File: src/rtl/dcc_pkg.sv
package dcc_pkg;
  typedef enum logic [1:0] {
    F_CFG  = 2'd0,
    F_ITER = 2'd1,
    F_SGA  = 2'd2,
    F_CTRL = 2'd3
  } dcc_field_e;

  localparam int LINK_W       = 6;
  localparam int ALIGN_BITS   = 5;
  localparam int CFG_LINK_BIT = 0;
  localparam int CFG_SG_BIT   = 1;
  localparam int CFG_TGT_LO   = 8;
  localparam int CTRL_DONE_BIT = 0;
  localparam int CTRL_ERR_BIT  = 1;
endpackage

File: src/rtl/dcc_chan.sv
module dcc_chan
  import dcc_pkg::*;
#(
  parameter int ITER_W = 16,
  parameter int ADDR_W = 32
) (
  input  logic              clk,
  input  logic              rst_n,
  input  logic              wr_hit,
  input  dcc_field_e        wr_field,
  input  logic [ADDR_W-1:0] wr_data,
  input  logic              ev_start,
  input  logic              ev_minor,
  input  logic              ev_err,
  input  logic              ev_align,
  output logic              active_o,
  output logic              done_o,
  output logic              err_o,
  output logic              link_en_o,
  output logic              sg_en_o,
  output logic [LINK_W-1:0] link_ch_o,
  output logic [ITER_W-1:0] citer_o,
  output logic [ADDR_W-1:0] sga_o,
  output logic              major_end_o
);
  logic              active_q, active_n;
  logic              done_q, done_n;
  logic              err_q, err_n;
  logic              link_en_q, link_en_n;
  logic              sg_en_q, sg_en_n;
  logic [LINK_W-1:0] link_ch_q, link_ch_n;
  logic [ITER_W-1:0] citer_q, citer_n;
  logic [ADDR_W-1:0] sga_q;
  logic              wr_cfg, wr_iter, wr_sga, wr_ctrl;
  logic              count_step;

  always_comb begin
    wr_cfg  = wr_hit && (wr_field == F_CFG);
    wr_iter = wr_hit && (wr_field == F_ITER);
    wr_sga  = wr_hit && (wr_field == F_SGA);
    wr_ctrl = wr_hit && (wr_field == F_CTRL);

    count_step  = ev_minor && !ev_err && (citer_q != '0);
    major_end_o = ev_minor && !ev_err && (citer_q == ITER_W'(1));

    active_n = active_q;
    if (ev_start)            active_n = 1'b1;
    if (ev_minor || ev_err)  active_n = 1'b0;

    citer_n = citer_q;
    if (count_step) citer_n = citer_q - ITER_W'(1);
    if (wr_iter)    citer_n = wr_data[ITER_W-1:0];

    done_n = done_q;
    if (ev_start)                           done_n = 1'b0;
    if (wr_ctrl && wr_data[CTRL_DONE_BIT])  done_n = 1'b0;
    if (major_end_o)                        done_n = 1'b1;

    err_n = err_q;
    if (wr_ctrl && wr_data[CTRL_ERR_BIT])   err_n = 1'b0;
    if (ev_err || ev_align)                 err_n = 1'b1;

    link_en_n = wr_data[CFG_LINK_BIT] && !done_q;
    sg_en_n   = wr_data[CFG_SG_BIT]   && !done_q;
    link_ch_n = wr_data[CFG_TGT_LO +: LINK_W];
  end

  always_ff @(posedge clk or negedge rst_n) begin
    if (!rst_n) begin
      active_q  <= 1'b0;
      done_q    <= 1'b0;
      err_q     <= 1'b0;
      link_en_q <= 1'b0;
      sg_en_q   <= 1'b0;
      link_ch_q <= '0;
      citer_q   <= '0;
      sga_q     <= '0;
    end else begin
      active_q <= active_n;
      done_q   <= done_n;
      err_q    <= err_n;
      citer_q  <= citer_n;
      if (wr_cfg) begin
        link_en_q <= link_en_n;
        sg_en_q   <= sg_en_n;
        link_ch_q <= link_ch_n;
      end
      if (wr_sga) sga_q <= wr_data;
    end
  end

  assign active_o  = active_q;
  assign done_o    = done_q;
  assign err_o     = err_q;
  assign link_en_o = link_en_q;
  assign sg_en_o   = sg_en_q;
  assign link_ch_o = link_ch_q;
  assign citer_o   = citer_q;
  assign sga_o     = sga_q;
endmodule

File: src/rtl/dcc_finish.sv
module dcc_finish
  import dcc_pkg::*;
#(
  parameter int NUM_CH = 8,
  parameter int ADDR_W = 32,
  localparam int SEL_W = $clog2(NUM_CH)
) (
  input  logic              clk,
  input  logic              rst_n,
  input  logic              major_end,
  input  logic [SEL_W-1:0]  ch_sel,
  input  logic              link_en,
  input  logic              sg_en,
  input  logic [LINK_W-1:0] link_ch,
  input  logic [ADDR_W-1:0] sga,
  output logic              align_err_o,
  output logic              fetch_req_o,
  output logic [ADDR_W-1:0] fetch_addr_o,
  output logic [SEL_W-1:0]  fetch_ch_o,
  output logic [NUM_CH-1:0] start_set_o
);
  logic              ptr_bad, do_fetch, do_link;
  logic [NUM_CH-1:0] tgt_vec;
  logic [NUM_CH-1:0] pend_q, pend_n;
  logic [NUM_CH-1:0] start_q, start_n;
  logic              fetch_q;
  logic [ADDR_W-1:0] faddr_q;
  logic [SEL_W-1:0]  fch_q;

  for (genvar i = 0; i < NUM_CH; i++) begin : g_tgt
    assign tgt_vec[i] = (link_ch == LINK_W'(i));
  end

  always_comb begin
    ptr_bad     = sg_en && (sga[ALIGN_BITS-1:0] != '0);
    align_err_o = major_end && ptr_bad;
    do_fetch    = major_end && sg_en && !ptr_bad;
    do_link     = major_end && link_en && !ptr_bad;
    pend_n      = (do_link && sg_en) ? tgt_vec : '0;
    start_n     = pend_q | ((do_link && !sg_en) ? tgt_vec : '0);
  end

  always_ff @(posedge clk or negedge rst_n) begin
    if (!rst_n) begin
      pend_q  <= '0;
      start_q <= '0;
      fetch_q <= 1'b0;
      faddr_q <= '0;
      fch_q   <= '0;
    end else begin
      pend_q  <= pend_n;
      start_q <= start_n;
      fetch_q <= do_fetch;
      if (do_fetch) begin
        faddr_q <= sga;
        fch_q   <= ch_sel;
      end
    end
  end

  assign fetch_req_o  = fetch_q;
  assign fetch_addr_o = faddr_q;
  assign fetch_ch_o   = fch_q;
  assign start_set_o  = start_q;
endmodule

File: src/rtl/dma_chan_ctrl.sv
module dma_chan_ctrl
  import dcc_pkg::*;
#(
  parameter int NUM_CH = 8,
  parameter int ITER_W = 16,
  parameter int ADDR_W = 32,
  localparam int SEL_W = $clog2(NUM_CH)
) (
  input  logic              clk,
  input  logic              rst_n,
  input  logic              wr_en,
  input  logic [SEL_W-1:0]  wr_ch,
  input  logic [1:0]        wr_field,
  input  logic [ADDR_W-1:0] wr_data,
  input  logic [SEL_W-1:0]  eng_ch,
  input  logic              ev_start,
  input  logic              ev_minor,
  input  logic              ev_err,
  input  logic [SEL_W-1:0]  rd_ch,
  output logic [ITER_W-1:0] rd_citer_o,
  output logic [NUM_CH-1:0] active_o,
  output logic [NUM_CH-1:0] done_o,
  output logic [NUM_CH-1:0] err_o,
  output logic [NUM_CH-1:0] link_en_o,
  output logic [NUM_CH-1:0] sg_en_o,
  output logic [NUM_CH-1:0] start_set_o,
  output logic              fetch_req_o,
  output logic [ADDR_W-1:0] fetch_addr_o,
  output logic [SEL_W-1:0]  fetch_ch_o
);
  dcc_field_e        field;
  logic [NUM_CH-1:0] major_v;
  logic [LINK_W-1:0] link_ch_a [NUM_CH];
  logic [ITER_W-1:0] citer_a   [NUM_CH];
  logic [ADDR_W-1:0] sga_a     [NUM_CH];
  logic              fin_major, fin_align;

  assign field = dcc_field_e'(wr_field);

  for (genvar i = 0; i < NUM_CH; i++) begin : g_ch
    logic hit_w, hit_e;
    assign hit_w = wr_en && (wr_ch == SEL_W'(i));
    assign hit_e = (eng_ch == SEL_W'(i));

    dcc_chan #(.ITER_W(ITER_W), .ADDR_W(ADDR_W)) u_chan (
      .clk        (clk),
      .rst_n      (rst_n),
      .wr_hit     (hit_w),
      .wr_field   (field),
      .wr_data    (wr_data),
      .ev_start   (ev_start && hit_e),
      .ev_minor   (ev_minor && hit_e),
      .ev_err     (ev_err && hit_e),
      .ev_align   (fin_align && hit_e),
      .active_o   (active_o[i]),
      .done_o     (done_o[i]),
      .err_o      (err_o[i]),
      .link_en_o  (link_en_o[i]),
      .sg_en_o    (sg_en_o[i]),
      .link_ch_o  (link_ch_a[i]),
      .citer_o    (citer_a[i]),
      .sga_o      (sga_a[i]),
      .major_end_o(major_v[i])
    );
  end

  assign fin_major  = |major_v;
  assign rd_citer_o = citer_a[rd_ch];

  dcc_finish #(.NUM_CH(NUM_CH), .ADDR_W(ADDR_W)) u_finish (
    .clk         (clk),
    .rst_n       (rst_n),
    .major_end   (fin_major),
    .ch_sel      (eng_ch),
    .link_en     (link_en_o[eng_ch]),
    .sg_en       (sg_en_o[eng_ch]),
    .link_ch     (link_ch_a[eng_ch]),
    .sga         (sga_a[eng_ch]),
    .align_err_o (fin_align),
    .fetch_req_o (fetch_req_o),
    .fetch_addr_o(fetch_addr_o),
    .fetch_ch_o  (fetch_ch_o),
    .start_set_o (start_set_o)
  );
endmodule

File: config.mk
export PLATFORM = sky130hd
export DESIGN_NAME = dma_chan_ctrl
export DESIGN_NICKNAME = d
export VERILOG_FILES = /design/src/rtl/dcc_pkg.sv /design/src/rtl/dcc_chan.sv /design/src/rtl/dcc_finish.sv /design/src/rtl/dma_chan_ctrl.sv
export SDC_FILE = /design/constraint.sdc
export NUM_CORES = 1
export LEC_CHECK = 0
export ABC_AREA = 1
export BUFFER_PORTS_ARGS = -buffer_cell sky130_fd_sc_hd__buf_2
export CAP_MARGIN = 40
export CORE_AREA = 2 2 222 224
export DETAILED_ROUTE_END_ITERATION = 7
export DIE_AREA = 0 0 224 226
export GPL_TIMING_DRIVEN = 1
export PLACE_DENSITY = 0.83
export SYNTH_ARGS = -nofsm -noshare
export SYNTH_HDL_FRONTEND = slang
export SYNTH_SLANG_ARGS = --single-unit
File: constraint.sdc
create_clock -name clk -period 2.17 [get_ports clk]
set_input_delay 0.3255 -clock clk [delete_from_list [all_inputs] [get_ports clk]]
set_output_delay 0.3255 -clock clk [all_outputs]
set_load 0.02 [all_outputs]
==> reports/qor.log, run 1 <==
qor: timing.finalCriticalPeriod 2.30 ns
qor: clocking.cts_buffer_depth 3
qor: synthesis.synth.largest_area_cell dfrtp_1
qor: finish.drive_gt1_frac 0.166
qor: placement.hpwl 56,600 um
qor: synthesis.synth.area.top_cells dfrtp_1 49%, nand2_1 15%, o21ai_0 7.8%, nor2_1 3.5%, inv_1 3.2%
qor: power_and_ir_drop.total_leakage_power 0.0153 uW
qor: setup_path.worst_setup_path_end_kind primary output
qor: drt.detail_route.wirelength 87,300 um
qor: finish.n_antenna_cell 0
qor: finish.n_fill_cell 3,768
qor: synthesis.synth_async_sr_flop_share 1.00
qor: setup_path.critical_path_required 1.84 ns
qor: grt.grt_pass1_vias 24,500
qor: die.placeableCoreArea 48,300 sq um
qor: drt.drt_pass1_iterations 7
qor: timing.setup_violations 15
qor: min_path.worst_hold_startpoint wr_data[13]
qor: outcome.violations setup timing
qor: power_and_ir_drop.power.density_cell_area 1020 nW/um^2
qor: finish.final_net_count 3,656
qor: finish.layout.cell_area.non_filler 31,800 sq um
qor: clocking.cts_root_buf clkbuf_16
qor: finish.final-seq-area 13,100 sq um
qor: grt.antenna_found_initial 5
qor: synthesis.postSynth.topFlopCell dfrtp_1
qor: finish.areaGrowthSynthToFinish 19.3%
qor: finish.multi_input_area 11,900 sq um
qor: clocking.clock_tree_from_tritoncts yes
qor: die.die_area 50,600 sq um
qor: synthesis.synth_edf_count 0
qor: drt.routed-via-count 25,900
qor: clocking.clkLatencyLatePin 0.66 ns
qor: clocking.cts_max_level 2
qor: die.fp.dieH 226 um
qor: power_and_ir_drop.share_clk_of_total_power 0.328
qor: grt.grt_start_max_net_pins 70
qor: drt.first_iteration_detailed_routing_drc_count 3,234
qor: die.ios 149
qor: drt.avgViaCountPerCell 6.09
qor: grt.grt_pass1_wl 135,000 um
qor: synthesis.synthesized_instance_count 3,358
qor: timing.period_share 1.06
qor: setup_path.worst_setup_path_startpoint g_ch[3].u_chan.citer_o[15]
qor: synthesis.synth.yosys.seq_area_share 0.493
qor: finish.core_utilization_of_the_finished_layout 0.657
qor: synthesis.yosys.cell_types.count 47
qor: timing.final.setup.worst_slack -0.127 ns
qor: clocking.clkSinkCount 524
qor: job.max-cap-violations 0
qor: drt.final_antenna_net_count 0
qor: synthesis.synth_top_area_frac 0.493
qor: setup_path.critical_path_class reg2out
qor: placement.finalWeightedCongestion 1.05
qor: finish.finish.cell_count_without_fillers 4,251
qor: power_and_ir_drop.vdd_ir_drop_max 0.787 mV
qor: synthesis.post_synth.cell_area_avg 7.93 sq um
qor: timing.rsz0062_at_grt true
qor: drt.drt_drc_violations_left 0
qor: synthesis.synthesis.area 26,600 sq um
qor: synthesis.synthesized_flop_and_latch_total 524
qor: synthesis.syn-num-nets 3,431
qor: power_and_ir_drop.p_int 21,500 uW
qor: timing.worst-slew-pin-transition 0.774 ns
qor: setup_path.setup.worst_path.start_class flop
qor: min_path.hp-class in2reg
qor: placement.placedCellCount 4,093
qor: grt.grt.total_usage 0.342
qor: setup_path.reg_to_reg_critical_path_startpoint g_ch[0].u_chan.citer_o[14]
qor: die.floorplan.die.width 224 um
qor: placement.placement.setup.worst_slack -0.0898 ns
qor: timing.max_slew_margin 0.483
qor: setup_path.crit_fanout 3
qor: power_and_ir_drop.power.combinational.fraction 0.260
qor: power_and_ir_drop.power.net_switching 11,100 uW
qor: die.start_util 0.551
qor: timing.total_count_of_max_transition_violations_in_the_final_report 0
qor: clocking.cts-buffers-inserted 54
qor: drt.wl_per_cell 20.5 um
qor: synthesis.yosys_warnings 0
qor: clocking.path_clk_slew 0.06 ns
qor: timing.final_setup_skew 0.0525 ns
qor: outcome.run_status finished with violations
qor: setup_path.critical_path_arrival 1.97 ns
qor: timing.max_freq 435 MHz
qor: placement.port_buffers 148
qor: die.num_rows 81
qor: grt.total_global_routing_overflow 0
qor: timing.timing.final.hold_violations 0
qor: power_and_ir_drop.seqPwrFrac 0.413
qor: power_and_ir_drop.swShare 0.340
qor: placement.dpl_cell_area 28,800 sq um
[cell usage after synthesis (all sizes together) (62+ instances only)]
master / count
nand2: 1049
dfrtp: 524
o21ai: 420
nor2: 263
inv: 241
clkbuf: 127
nand4: 104
nand3: 99
buf: 87
a22oi: 79
a21oi: 78
o221ai: 62
[sequential cells by signal (all words and copies together) (netlist names)]
register / flops
g_ch.u_chan.done_o: 8
g_ch.u_chan.link_ch_o: 48
g_ch.u_chan.link_en_o: 8
g_ch.u_chan.sg_en_o: 8
g_ch.u_chan.sga_o: 256
g_ch.u_chan.active_o: 8
u_finish.start_set_o: 8
u_finish.fetch_ch_o: 3
g_ch.u_chan.citer_o: 128
u_finish.fetch_addr_o: 32
g_ch.u_chan.err_o: 8
u_finish.pend_q: 8
u_finish.fetch_req_o: 1
[cells by family (layout without fill, tap and decap cells)]
group,after synthesis,after routing,synth area share
AND/OR/NAND/NOR,1551,1551,0.238
flip-flops,524,524,0.493
buffers and inverters,460,731,0.0740
AO/OA/AOI/OAI,742,742,0.165
XOR/XNOR,57,57,0.0188
adder cells (fa/ha/maj),24,24,0.0113
[area by class of cell]
| class | count | share of cell area |
|---|---|---|
| Sequential cell | 524 | 0.413 |
| Timing Repair inverter | 1 | 0.000236 |
| Timing Repair Buffer | 382 | 0.0936 |
| Tap cell | 622 | 0.0245 |
| Inverter | 246 | 0.0292 |
| Multi-Input combinational cell | 2374 | 0.374 |
| Clock inverter | 30 | 0.0167 |
| Clock buffer | 72 | 0.0482 |
[layout by cell type, fill, tap and decap left out, types with 9 or more instances in the layout]
| cell type | synthesis | layout |
|---|---|---|
| o21ai_1 | 4 | 27 |
| inv_2 | 12 | 40 |
| nor2_2 | 11 | 22 |
| buf_2 | 26 | 132 |
| xor2_1 | 43 | 43 |
| nand2_2 | 2 | 13 |
| clkbuf_8 | 0 | 11 |
| nor3_1 | 29 | 29 |
| o31ai_1 | 18 | 18 |
| a21oi_1 | 78 | 73 |
| nand3_1 | 98 | 97 |
| nand4_1 | 103 | 103 |
| ha_1 | 24 | 23 |
| a22oi_1 | 79 | 79 |
| nand2_1 | 1045 | 1034 |
| buf_12 | 0 | 29 |
| o21ai_0 | 416 | 387 |
| o221ai_1 | 62 | 62 |
| buf_4 | 54 | 204 |
| xnor2_1 | 14 | 14 |
| o211ai_1 | 43 | 43 |
| clkbuf_16 | 0 | 55 |
| dfrtp_1 | 524 | 516 |
| bufinv_16 | 0 | 12 |
| clkinv_2 | 0 | 9 |
| inv_1 | 229 | 200 |
| nor2_1 | 251 | 233 |
[through the flow]
| step | total power [uW] | hold WS, ns | TNS (ns) |
|---|---|---|---|
| 6_report | 32500 | 0.0358 | -0.896 |
| 5_1_grt | 34000 | 0.0274 | -1.38 |
| 4_1_cts | 32000 | 0.0212 | -0.316 |
| 3_5_place_dp | 20800 | 0.291 | -1.28 |
| 3_3_place_gp | 20600 | 0.287 | -0.435 |
| 2_1_floorplan | 18200 | 0.0299 | 0 |
[power groups by stage]
stage / Combinational (uW) / Sequential, uW / Clock [uW]
after floorplan: 5170 / 13000 / 0
after global placement: 7140 / 13400 / 0
after detailed placement: 7340 / 13500 / 0
after CTS: 7980 / 13300 / 10700
after global routing: 9300 / 13600 / 11100
final: 8440 / 13400 / 10700
[worst paths after layout]
path                                         endpoint  depth (start not counted)  slack, ns
setup / recovery                       rd_citer_o[15]                          3      -0.13
hold / removal             g_ch[1].u_chan.citer_o[13]                          3       0.04
setup reg to reg             u_finish.fetch_addr_o[4]                         11       0.09
hold reg to reg               u_finish.start_set_o[1]                          2       0.44
max in group asynchronous  g_ch[7].u_chan.citer_o[12]                          3       1.15
min in group asynchronous    g_ch[3].u_chan.sga_o[17]                          2       0.19
[routing by layer]
metal | vias up | global-route usage | share of wire
met2 | 1638 | 0.535 | 0.45
met5 | - | 0 | 0.00048
met1 | 12200 | 0.441 | 0.37
met3 | 380 | 0.0883 | 0.12
li1 | 11600 | - | -
met4 | 8 | 0.173 | 0.058
[critical path, cell delays in order (launching register included)]
cell and delay [ns]:
dfrtp_1 0.42, o21ai_0 0.58, a31oi_4 0.19, buf_6 0.17
[timing repair]
item,CTS,global route
pin swaps,15,18
endpoints found under the hold margin,58,0
endpoints found under the setup margin,16,95
cloned,0,2
setup buffers,33,15
hold buffers,7,0
resized for setup,97,58
Note: power is estimated with default switching activity, not from simulation.
==> run 2, diff against run 1 <==
--- a/config.mk
+++ b/config.mk
@@ -5,14 +5,13 @@
 export SDC_FILE = /design/constraint.sdc
 export NUM_CORES = 1
 export LEC_CHECK = 0
-export ABC_AREA = 1
 export BUFFER_PORTS_ARGS = -buffer_cell sky130_fd_sc_hd__buf_2
 export CAP_MARGIN = 40
-export CORE_AREA = 2 2 222 224
+export CORE_AREA = 2 2 258 260
 export DETAILED_ROUTE_END_ITERATION = 7
-export DIE_AREA = 0 0 224 226
+export DIE_AREA = 0 0 260 262
 export GPL_TIMING_DRIVEN = 1
-export PLACE_DENSITY = 0.83
+export PLACE_DENSITY = 0.66
 export SYNTH_ARGS = -nofsm -noshare
 export SYNTH_HDL_FRONTEND = slang
 export SYNTH_SLANG_ARGS = --single-unit
==> reports/qor.log, run 2 <==
qor: outcome.run_status finished with violations
qor: outcome.violations setup timing
qor: placement.port_buffers 148 [unchanged]
qor: synthesis.synth_edf_count 0 [unchanged]
qor: min_path.hp-class in2reg
qor: clocking.path_clk_slew 0.06 ns [about the same]
qor: synthesis.postSynth.topFlopCell dfrtp_1
qor: grt.total_global_routing_overflow 0 [unchanged]
qor: drt.final_antenna_net_count 0 [unchanged]
qor: timing.total_count_of_max_transition_violations_in_the_final_report 0 [unchanged]
qor: min_path.hold-path-cell-count 2 [-1]
qor: placement.placement.setup.worst_slack -0.601 ns [-0.511 ns]
qor: placement.placedCellCount 3,254 [-20%]
qor: placement.dpl_cell_area 29,700 sq um [+2.9%]
qor: clocking.cts_buffer_depth 3 [unchanged]
qor: clocking.clkSinkCount 524 [unchanged]
qor: setup_path.reg_to_reg_critical_path_startpoint g_ch[0].u_chan.citer_o[6]
qor: min_path.whs_endpoint g_ch[2].u_chan.sga_o[25]
qor: timing.max_freq 362 MHz [-17%]
qor: grt.grt_pass1_wl 119,000 um [-12%]
qor: synthesis.netlist_top_cells_count 524 x dfrtp_1, 357 x mux2_2, 184 x nor2_1
qor: grt.grt_pass1_vias 19,900 [-19%]
qor: clocking.clock_tree_from_tritoncts yes
qor: finish.n_fill_cell 5,533 [+47%]
qor: drt.drt_drc_violations_left 0 [unchanged]
qor: synthesis.syn-num-nets 2,181 [-36%]
qor: timing.period_share 1.27 [+0.213]
qor: finish.core_utilization_of_the_finished_layout 0.513 [-0.144]
qor: power_and_ir_drop.power.density_cell_area 1010 nW/um^2 [-1.1%]
qor: synthesis.synth.mux.area_fraction 0.253 [+0.253]
qor: synthesis.synthesized_instance_count 2,108 [-37%]
qor: finish.drive_gt1_frac 0.478 [+0.311]
qor: synthesis.synth_simple_gate_area_share 0.0972 [-0.141]
qor: finish.largest_register_ff_count 256 [unchanged]
qor: power_and_ir_drop.total_leakage_power 0.0153 uW [-0.42%]
qor: synthesis.synth_compound_area_frac 0.0603 [-0.105]
qor: drt.first_iteration_detailed_routing_drc_count 1,497 [-54%]
qor: die.ios 149 [unchanged]
qor: clocking.clkLatencyLatePin 0.64 ns [-0.02 ns]
qor: setup_path.timing.rr.end u_finish.fetch_addr_o[27]
qor: setup_path.ff2ff_path_depth 10 [-1]
qor: min_path.worst_hold_startpoint wr_data[25]
qor: drt.avgViaCountPerCell 5.58 [-8.3%]
qor: power_and_ir_drop.vdd_ir_drop_max 0.712 mV [-9.6%]
qor: placement.hpwl 51,900 um [-8.3%]
qor: synthesis.synth.area.top_cells dfrtp_1 50%, mux2_2 15%, mux4_2 8.0%, nor2_1 2.7%, xnor2_1 2.4%
qor: synthesis.synthesized_flop_and_latch_total 524 [unchanged]
qor: synthesis.synth_async_sr_flop_share 1.00 [unchanged]
qor: finish.areaGrowthSynthToFinish 28.7%
qor: synthesis.synth_fa_ha_area_frac 0.0115 [+0.000268]
qor: setup_path.worst_setup_path_startpoint g_ch[0].u_chan.citer_o[6]
qor: synthesis.synthMostInstantiatedCell dfrtp_1
qor: setup_path.cpMaxStageDelayCell or4_4
qor: timing.worst-slew-pin-transition 0.842 ns [+0.0675 ns]
qor: finish.final-seq-area 13,100 sq um [about the same]
qor: die.placeableCoreArea 65,300 sq um [+35%]
qor: drt.detail_route.wirelength 79,700 um [-8.7%]
qor: synthesis.synth.largest_area_cell dfrtp_1
qor: clocking.cts-buffers-inserted 55 [+1.9%]
qor: setup_path.path_cells or4_4, nor4_4, buf_4, and4_4, nor4_2, a21oi_2, buf_6, nand2_8, clkbuf_16, mux2_4
qor: drt.routed-via-count 19,300 [-26%]
qor: timing.timing.final.hold_violations 0 [unchanged]
qor: setup_path.setup.worst_path.start_class flop
qor: power_and_ir_drop.report.power.total 33,900 uW [+4.2%]
qor: synthesis.synth_top_area_frac 0.504 [+0.0117]
qor: finish.final_net_count 2,610 [-29%]
qor: setup_path.crit_fanout 7 [+4]
qor: synthesis.post_synth.cell_area_avg 12.3 sq um [+56%]
qor: synthesis.yosys.cell_types.count 75 [+60%]
qor: synthesis.synth.yosys.seq_area_share 0.504 [+0.0117]
qor: die.die_area 68,100 sq um [+35%]
qor: timing.final_setup_skew 0.0262 ns [-0.0263 ns]
qor: grt.grt.total_usage 0.230 [-0.111]
qor: finish.layout.cells.most_common_list 524 x dfrtp_1, 341 x mux2_2, 258 x buf_4
qor: timing.max_slew_margin 0.439 [-0.0445]
qor: setup_path.max_stage_delay 0.56 ns [-0.02 ns]
qor: synthesis.synth_top_family_by_area multiplexers
qor: grt.grt_start_max_net_pins 70 [unchanged]
qor: drt.wl_per_cell 23.1 um [+13%]
qor: setup_path.critical_path_required 2.68 ns [+0.84 ns]
qor: synthesis.synth-xor-area-share 0.0374 [+0.0186]
qor: finish.layout.cell_area.non_filler 33,500 sq um [+5.4%]
qor: die.num_rows 94 [+16%]
qor: finish.mostFrequentLayoutCell dfrtp_1
qor: timing.setup_violations 133 [+118]
qor: timing.rsz0062_at_grt true
qor: setup_path.worst-r2r-setup-slack -0.59 ns [-0.68 ns]
qor: timing.finalCriticalPeriod 2.76 ns [+0.462 ns]
qor: setup_path.critical_path_arrival 3.27 ns [+1.30 ns]
qor: setup_path.worst_setup_path_end_kind flop
qor: finish.multi_input_area 12,700 sq um [+6.8%]
qor: setup_path.critical_path_class reg2reg
qor: clocking.cts_root_buf clkbuf_16
qor: die.floorplan.die.width 260 um [+16%]
qor: timing.final.setup.worst_slack -0.589 ns [-0.462 ns]
qor: drt.drt_pass1_iterations 5 [-2]
qor: finish.finish.cell_count_without_fillers 3,447 [-19%]
qor: synthesis.synthesis.area 26,000 sq um [-2.3%]
qor: synthesis.yosys_warnings 0 [unchanged]
qor: placement.finalWeightedCongestion 0.942 [-10%]
qor: job.max-cap-violations 0 [unchanged]
qor: grt.antenna_found_initial 8 [+3]
qor: die.fp.dieH 262 um [+16%]
qor: die.start_util 0.398 [-0.152]
qor: clocking.cts_max_level 2 [unchanged]
==> run 2: cell count changes after synthesis, moves of 73 or more <==
| cell | previous run | this run |
|---|---|---|
| o21ai_0 | 416 | 53 |
| nand4_1 | 103 | 6 |
| nand2_1 | 1045 | 103 |
| mux4_2 | 0 | 92 |
| inv_1 | 229 | 25 |
| a22oi_1 | 79 | 6 |
| nand3_1 | 98 | 22 |
| mux2_2 | 0 | 357 |
==> run 2: what timing repair did <==
item	CTS	global route
gates cloned	1	5
setup endpoints to repair	141	162
gates resized for setup	191	105
endpoints found under the hold margin	198	0
pin swaps	56	88
buffers inserted	55	45
hold buffers	6	0
==> run 2: power by group <==
group	internal, uW	leakage [uW]	total (uW)	switching (uW)
combinational	5980	0.00770	11000	5010
sequential	11900	0.00664	13100	1260
clock	5710	0.000933	9760	4050
total	23600	0.0153	33900	10300
==> run 2: kinds of logic (layout without fill, tap and decap cells) <==
family          Yosys count  in the layout
flops                   524            524
simple gates            511            511
mux                     486            486
compound gates          260            260
buf+inv                 192            664
xor+xnor                111            111
fa+ha+maj                24             24
other cells               0              3
==> run 2: metrics by stage <==
| step | TNS, ns | hold slack [ns] |
|---|---|---|
| finish | -41.57 | 0.0359 |
| global route | -49.63 | 0.0189 |
| CTS | -32.81 | 0.00164 |
| detailed placement | -39.93 | 0.249 |
| global placement | -39.35 | 0.248 |
| floorplan | -8.31 | 0.0299 |
==> run 2: final cells by class <==
cell class | instances | area share
tap | 864 | 0.0323
sequential | 524 | 0.392
clock inverter | 21 | 0.00849
antenna | 3 | 0.000224
inverter | 26 | 0.00299
timing repair buffer | 538 | 0.137
clock buffer | 79 | 0.0477
multi-input combinational | 1392 | 0.379
==> run 2: how the worst max path moves through the flow <==
stage | endpoint | slack, ns
after floorplan | u_finish.fetch_addr_o[10] | -0.23
final | u_finish.fetch_addr_o[27] | -0.59
after CTS | u_finish.fetch_addr_o[10] | -0.51
after detailed placement | g_ch[2].u_chan.err_o | -0.60
after global routing | u_finish.fetch_addr_o[27] | -0.62
after global placement | u_finish.fetch_addr_o[10] | -0.56
==> run 2: critical path: cells and delay by family (launching register included) <==
kind                   cells  cell delay [ns]
AO/OA/AOI/OAI              1             0.19
buffers and inverters      3             0.54
flip-flops                 1             0.38
multiplexers               1             0.30
AND/OR/NAND/NOR            5             1.22
==> run 2: layer usage <==
layer  GRT usage  routed length [um]  up-vias
li1            -                   -     8420
met5           0                  54        -
met1       0.313               33800     9947
met3      0.0443                5790      137
met2       0.372               37900      738
met4      0.0771                2240        8
